**src/rtl/sem_pkg.sv**
```systemverilog
package sem_pkg;
   typedef enum logic [1:0] {
      OWN_FREE  = 2'b00,
      OWN_LEFT  = 2'b01,
      OWN_RIGHT = 2'b10
   } owner_e;
endpackage

```
**src/rtl/sem_port_side.sv**
```systemverilog
// One requester side: write decode into per-flag strobes and the read mux.
module sem_port_side #(
   parameter int NUM_FLAGS = 8,
   parameter int IDX_W     = 3,
   parameter int RD_W      = 8
) (
   input  logic                 sel,
   input  logic                 wr,
   input  logic [IDX_W-1:0]     idx,
   input  logic [NUM_FLAGS-1:0] own,
   output logic [NUM_FLAGS-1:0] wr_hit,
   output logic [RD_W-1:0]      rdat
);
   localparam bit FULL_MAP = ((1 << IDX_W) == NUM_FLAGS);

   logic idx_ok;
   logic own_sel;

   generate
      if (FULL_MAP) begin : g_full
         assign idx_ok = 1'b1;
      end else begin : g_part
         assign idx_ok = ({{(32-IDX_W){1'b0}}, idx} < NUM_FLAGS);
      end
   endgenerate

   genvar gi;
   generate
      for (gi = 0; gi < NUM_FLAGS; gi++) begin : g_hit
         assign wr_hit[gi] = sel && wr && idx_ok && (idx == gi[IDX_W-1:0]);
      end
   endgenerate

   always_comb begin
      own_sel = 1'b0;
      for (int k = 0; k < NUM_FLAGS; k++) begin
         if (idx == k[IDX_W-1:0]) own_sel = own[k];
      end
   end

   assign rdat = (sel && idx_ok && own_sel) ? '0 : '1;
endmodule

```
**src/rtl/sem_flag_cell.sv**
```systemverilog
// One flag: two request latches plus the ownership resolver.
module sem_flag_cell
   import sem_pkg::*;
#(
   parameter bit TIE_LEFT = 1'b1
) (
   input  logic clk,
   input  logic rst_n,
   input  logic wr_l,
   input  logic wd_l,
   input  logic wr_r,
   input  logic wd_r,
   output logic own_l,
   output logic own_r
);
   logic   req_l, req_r;
   logic   req_l_nx, req_r_nx;
   owner_e owner, owner_nx;
   owner_e tie_win;

   generate
      if (TIE_LEFT) begin : g_tie_left
         assign tie_win = OWN_LEFT;
      end else begin : g_tie_right
         assign tie_win = OWN_RIGHT;
      end
   endgenerate

   assign req_l_nx = wr_l ? wd_l : req_l;
   assign req_r_nx = wr_r ? wd_r : req_r;

   always_comb begin
      owner_nx = OWN_FREE;
      unique case (owner)
         OWN_LEFT: begin
            if (!req_l_nx)      owner_nx = OWN_LEFT;
            else if (!req_r_nx) owner_nx = OWN_RIGHT;
         end
         OWN_RIGHT: begin
            if (!req_r_nx)      owner_nx = OWN_RIGHT;
            else if (!req_l_nx) owner_nx = OWN_LEFT;
         end
         default: begin
            if (!req_l_nx && !req_r_nx) owner_nx = tie_win;
            else if (!req_l_nx)         owner_nx = OWN_LEFT;
            else if (!req_r_nx)         owner_nx = OWN_RIGHT;
         end
      endcase
   end

   always_ff @(posedge clk or negedge rst_n) begin
      if (!rst_n) begin
         req_l <= 1'b1;
         req_r <= 1'b1;
         owner <= OWN_FREE;
      end else begin
         req_l <= req_l_nx;
         req_r <= req_r_nx;
         owner <= owner_nx;
      end
   end

   assign own_l = (owner == OWN_LEFT);
   assign own_r = (owner == OWN_RIGHT);

   AST_KEEP_LEFT: assert property (@(posedge clk) disable iff (!rst_n)
      (owner == OWN_LEFT && !(wr_l && wd_l)) |=> (owner == OWN_LEFT));
   AST_KEEP_RIGHT: assert property (@(posedge clk) disable iff (!rst_n)
      (owner == OWN_RIGHT && !(wr_r && wd_r)) |=> (owner == OWN_RIGHT));
   AST_PASS_TO_RIGHT: assert property (@(posedge clk) disable iff (!rst_n)
      (owner == OWN_LEFT && wr_l && wd_l && !req_r && !(wr_r && wd_r)) |=> (owner == OWN_RIGHT));
   AST_PASS_TO_LEFT: assert property (@(posedge clk) disable iff (!rst_n)
      (owner == OWN_RIGHT && wr_r && wd_r && !req_l && !(wr_l && wd_l)) |=> (owner == OWN_LEFT));
   AST_TIE_GRANT: assert property (@(posedge clk) disable iff (!rst_n)
      (owner == OWN_FREE && wr_l && !wd_l && wr_r && !wd_r) |=> (owner == tie_win));
   AST_RELEASE_FREE: assert property (@(posedge clk) disable iff (!rst_n)
      (owner == OWN_LEFT && wr_l && wd_l && req_r && !wr_r) |=> (owner == OWN_FREE));
   AST_WITHDRAW: assert property (@(posedge clk) disable iff (!rst_n)
      (owner == OWN_LEFT && wr_r && wd_r && !wr_l) |=> (req_r && owner == OWN_LEFT));
endmodule

```
**src/rtl/sem_pair_array.sv**
```systemverilog
// Top: two requester sides sharing NUM_FLAGS ownership flags.
module sem_pair_array #(
   parameter int   NUM_FLAGS = 8,
   parameter int   RD_W      = 8,
   parameter bit   TIE_LEFT  = 1'b1,
   localparam int  IDX_W     = (NUM_FLAGS > 1) ? $clog2(NUM_FLAGS) : 1
) (
   input  logic             clk,
   input  logic             rst_n,
   input  logic             l_sel,
   input  logic             l_wr,
   input  logic [IDX_W-1:0] l_idx,
   input  logic             l_wdat,
   output logic [RD_W-1:0]  l_rdat,
   input  logic             r_sel,
   input  logic             r_wr,
   input  logic [IDX_W-1:0] r_idx,
   input  logic             r_wdat,
   output logic [RD_W-1:0]  r_rdat
);
   generate
      if (NUM_FLAGS < 1) begin : g_bad_flags
         $error("sem_pair_array: NUM_FLAGS must be at least 1");
      end
      if (RD_W < 1) begin : g_bad_width
         $error("sem_pair_array: RD_W must be at least 1");
      end
      if ((1 << IDX_W) < NUM_FLAGS) begin : g_bad_idx
         $error("sem_pair_array: index width too small");
      end
   endgenerate

   logic [NUM_FLAGS-1:0] hit_l, hit_r;
   logic [NUM_FLAGS-1:0] own_l, own_r;

   sem_port_side #(.NUM_FLAGS(NUM_FLAGS), .IDX_W(IDX_W), .RD_W(RD_W)) u_left (
      .sel(l_sel), .wr(l_wr), .idx(l_idx), .own(own_l),
      .wr_hit(hit_l), .rdat(l_rdat)
   );

   sem_port_side #(.NUM_FLAGS(NUM_FLAGS), .IDX_W(IDX_W), .RD_W(RD_W)) u_right (
      .sel(r_sel), .wr(r_wr), .idx(r_idx), .own(own_r),
      .wr_hit(hit_r), .rdat(r_rdat)
   );

   genvar gf;
   generate
      for (gf = 0; gf < NUM_FLAGS; gf++) begin : g_flag
         sem_flag_cell #(.TIE_LEFT(TIE_LEFT)) u_cell (
            .clk(clk), .rst_n(rst_n),
            .wr_l(hit_l[gf]), .wd_l(l_wdat),
            .wr_r(hit_r[gf]), .wd_r(r_wdat),
            .own_l(own_l[gf]), .own_r(own_r[gf])
         );
      end
   endgenerate

   AST_SINGLE_OWNER: assert property (@(posedge clk) disable iff (!rst_n)
      (l_sel && r_sel && l_idx == r_idx) |-> !(l_rdat == '0 && r_rdat == '0));
   AST_IDLE_LEFT: assert property (@(posedge clk) disable iff (!rst_n)
      !l_sel |-> (l_rdat == '1));
   AST_IDLE_RIGHT: assert property (@(posedge clk) disable iff (!rst_n)
      !r_sel |-> (r_rdat == '1));
   AST_NOSEL_NOWRITE: assert property (@(posedge clk) disable iff (!rst_n)
      (!l_sel && !r_sel && r_idx == l_idx && $past(rst_n)) |=> $stable(own_l));
endmodule

```
**config.mk**
```make
export PLATFORM = sky130hd
export DESIGN_NAME = sem_pair_array
export DESIGN_NICKNAME = d
export VERILOG_FILES = /design/src/rtl/sem_pkg.sv /design/src/rtl/sem_port_side.sv /design/src/rtl/sem_flag_cell.sv /design/src/rtl/sem_pair_array.sv
export SDC_FILE = /design/constraint.sdc
export NUM_CORES = 1
export LEC_CHECK = 0
export BUFFER_PORTS_ARGS = -buffer_cell sky130_fd_sc_hd__buf_2
export CAP_MARGIN = 20
export CORE_MARGIN = 4
export CORE_UTILIZATION = 55
export DETAILED_ROUTE_END_ITERATION = 10
export PLACE_DENSITY = 0.76
export SETUP_SLACK_MARGIN = 0.5
export SLEW_MARGIN = 0
export SYNTH_ARGS = -nofsm -noshare
export SYNTH_HDL_FRONTEND = slang
export SYNTH_SLANG_ARGS = --single-unit
```
**constraint.sdc**
```tcl
create_clock -name clk -period 2.6 [get_ports clk]
set_input_delay 0.52 -clock clk [delete_from_list [all_inputs] [get_ports clk]]
set_output_delay 0.52 -clock clk [all_outputs]
set_load 0.02 [all_outputs]
```
==> results_dict.tcl <==
set metrics [dict create \
    status "finished clean" \
    clockRootBuffer "clkbuf_8" \
    yosysUniqueCellTypes 30 \
    crit_path_start_kind "flop" \
    synthAdderAreaFrac_pct 9.33 \
    end_kind "primary output" \
    cts_buffer_depth 2 \
    htreeDepth 2 \
    yosysWarnings 0 \
    layout-drive-gt1-share_pct 39.4 \
    dp_slack_ps 459 \
    n_antenna_cell 0 \
    ys_async_sr_fraction_pct 100 \
    portBuffers 29 \
    hold_path.class "input port to async pin" \
    dieArea_sq_um 4960 \
    synth_xor_area_share_pct 0 \
    antenna_left 0 \
    die_w_microns 70.4 \
    tritoncts "yes" \
    total_power_mw 2.26 \
    crit_fanout 8 \
    nets 270 \
    hold_viol 0 \
    synth_ff_type "dfstp_2" \
    area_growth_pct 14.6 \
    maxSlewViolCount 0 \
    r2r_start "g_flag[4].u_cell.owner[1]" \
    drv_cap 0 \
    gp_congestion 0.798 \
    slew_headroom_pct 53.4 \
    peakVddDrop_uv 488 \
    fmax_mhz 426 \
    synth_compound_area_share_pct 11.8 \
    fin_tns_setup_ps 0 \
    clk_latency_ps 280 \
    dp_hpwl_microns 3250 \
    syn_area_sq_um 2140 \
    synth-seq-cells 32 \
    required_ps 2080 \
    path_class "flop to primary output" \
    worst_pin_slew_ps 699 \
    clk_pin_slew_ps 60 \
    synthMuxAreaShare_pct 10.3 \
    synth.area.top_cells "dfstp_2 (20%), dfrtp_1 (19%), ha_1 (9.3%)" \
    grt_pass1_wl_microns 7470 \
    yosysMostFrequentCell "nor2_1" \
    crit_path_start "g_flag[4].u_cell.owner[0]" \
    io-pin-count 30 \
    initial_core_util_pct 57.7 \
    power_leakage_nw 1.00 \
    cts_buffers 5 \
    vias 1652 \
    grtUsageTotal_pct 19.3 \
    antenna_found_initial 0 \
    drc 0 \
    period_minus_slack_ps 2350 \
    synth-simple-area-share_pct 20.4 \
    synth_top_family_by_area "simple AND/OR/NAND/NOR gates" \
    p_per_area_nw_per_um2 919 \
    rsz0062_at_grt "true" \
    synth_top_area_share_pct 19.6 \
    grt_max_degree 33 \
    arrival_ps 1830 \
    synth-edff-count 0 \
    fin_crit_sh_pct 90.4 \
    die_h_microns 70.4 \
    fillCellCount 315 \
    ys_seq_area_share_pct 38.3 \
    syn_nets 250 \
    drt_iter0_drc 77 \
    grt_overflow_total 0 \
    worst_slack_ps 250 \
    synth_area_per_cell_sq_um 9.75 \
    ctsHoldBuffers 0 \
    synth_cells 220 \
    grt_pass1_vias 1598 \
    finalSetupViolCount 0 \
    synth_top_area_cell "dfstp_2" \
    dr.pass1.iters 5 \
    synth_commonest_cells "nor2_1 (22), inv_1 (18)" \
    avgRoutedWirePerCell_microns 15.7 \
    skew_ps 4.20 \
    rows 22 \
    wirelength_microns 4530 \
    coreArea_sq_um 3720 \
    post_drt_via_cell_ratio 5.72 \
    clock-sinks 32 \
]
## per-stage QoR
stage / hold WS, ps / utilization, % / std cells / cell area [sq um]
floorplan: 224 / - / 220 / 2220
global placement: 520 / 61.0 / 276 / 2270
detailed placement: 523 / 61.0 / 276 / 2270
CTS: 293 / 65.9 / 288 / 2450
global route: 324 / 66.1 / 289 / 2460
finish: 283 / 66.1 / 289 / 2460
## flip-flops by register name, summed over array words and instances (netlist names)
signal	cells
g_flag.u_cell.owner	16
g_flag.u_cell.req_l	8
g_flag.u_cell.req_r	8
## layout make-up
cell class | instances | area (sq um) | area share, %
multi-input cells | 149 | 1210 | 49.1
clock inverters | 2 | 10.0 | 0.407
well taps | 48 | 60.1 | 2.44
repair buffers | 34 | 209 | 8.50
inverters | 18 | 67.6 | 2.75
clock buffers | 6 | 82.6 | 3.36
flip-flops and latches | 32 | 821 | 33.4
## kinds of logic after synthesis
kind of cell / count (synthesis)
buffers and inverters: 39
multiplexers: 20
AND/OR/NAND/NOR: 77
adder cells (fa/ha/maj): 16
flip-flops: 32
AO/OA/AOI/OAI: 36
## routing by layer
| layer | vias up | GRT usage [%] | part of all wire (%) |
|---|---|---|---|
| met5 | - | 0 | 0 |
| met2 | 43 | 32.5 | 49 |
| li1 | 808 | - | - |
| met1 | 797 | 25.0 | 45 |
| met3 | 4 | 3.74 | 4.8 |
| met4 | 0 | 5.74 | 1.2 |
## path summary, 6_finish.rpt
kind | endpoint | slack (ps) | cells past startpoint
max in group asynchronous | g_flag[0].u_cell.owner[0] | 1870 | 1
worst min register to register | g_flag[4].u_cell.owner[0] | 530 | 2
worst max register to register | g_flag[4].u_cell.owner[1] | 1230 | 4
worst max-delay path | r_rdat[3] | 250 | 7
worst min-delay path | g_flag[2].u_cell.owner[0] | 280 | 1
min in group clk | g_flag[4].u_cell.owner[0] | 530 | 2
## critical path: stages (launching register included)
cell and delay (ps):
dfrtp_1 350, inv_1 50, ha_2 170, mux2i_1 190
o221a_2 270, nor4_4 50, o21ai_4 250, buf_2 220
## power by group
| part | switching, mW | internal, mW |
|---|---|---|
| Clock | 0.177 | 0.211 |
| Sequential | 0.0913 | 0.717 |
| Combinational | 0.566 | 0.498 |
| Total | 0.834 | 1.43 |
## repair_timing
action	4_1_cts	5_1_grt
resized for setup	17	1
endpoints found under the setup margin	16	16
pin swaps	1	0
setup buffers	4	1
cloned	0	0
## layout by cell type (no fill, tap or decap), drive strengths merged, types with 8 or more instances in the layout
| cell type | count |
|---|---|
| inv | 18 |
| mux2 | 16 |
| nor2 | 22 |
| a31oi | 16 |
| nand2 | 8 |
| ha | 16 |
| dfstp | 16 |
| nand3 | 11 |
| nand3b | 11 |
| buf | 34 |
| dfrtp | 16 |
| nand2b | 12 |
Power figures use the tool's default switching activity.
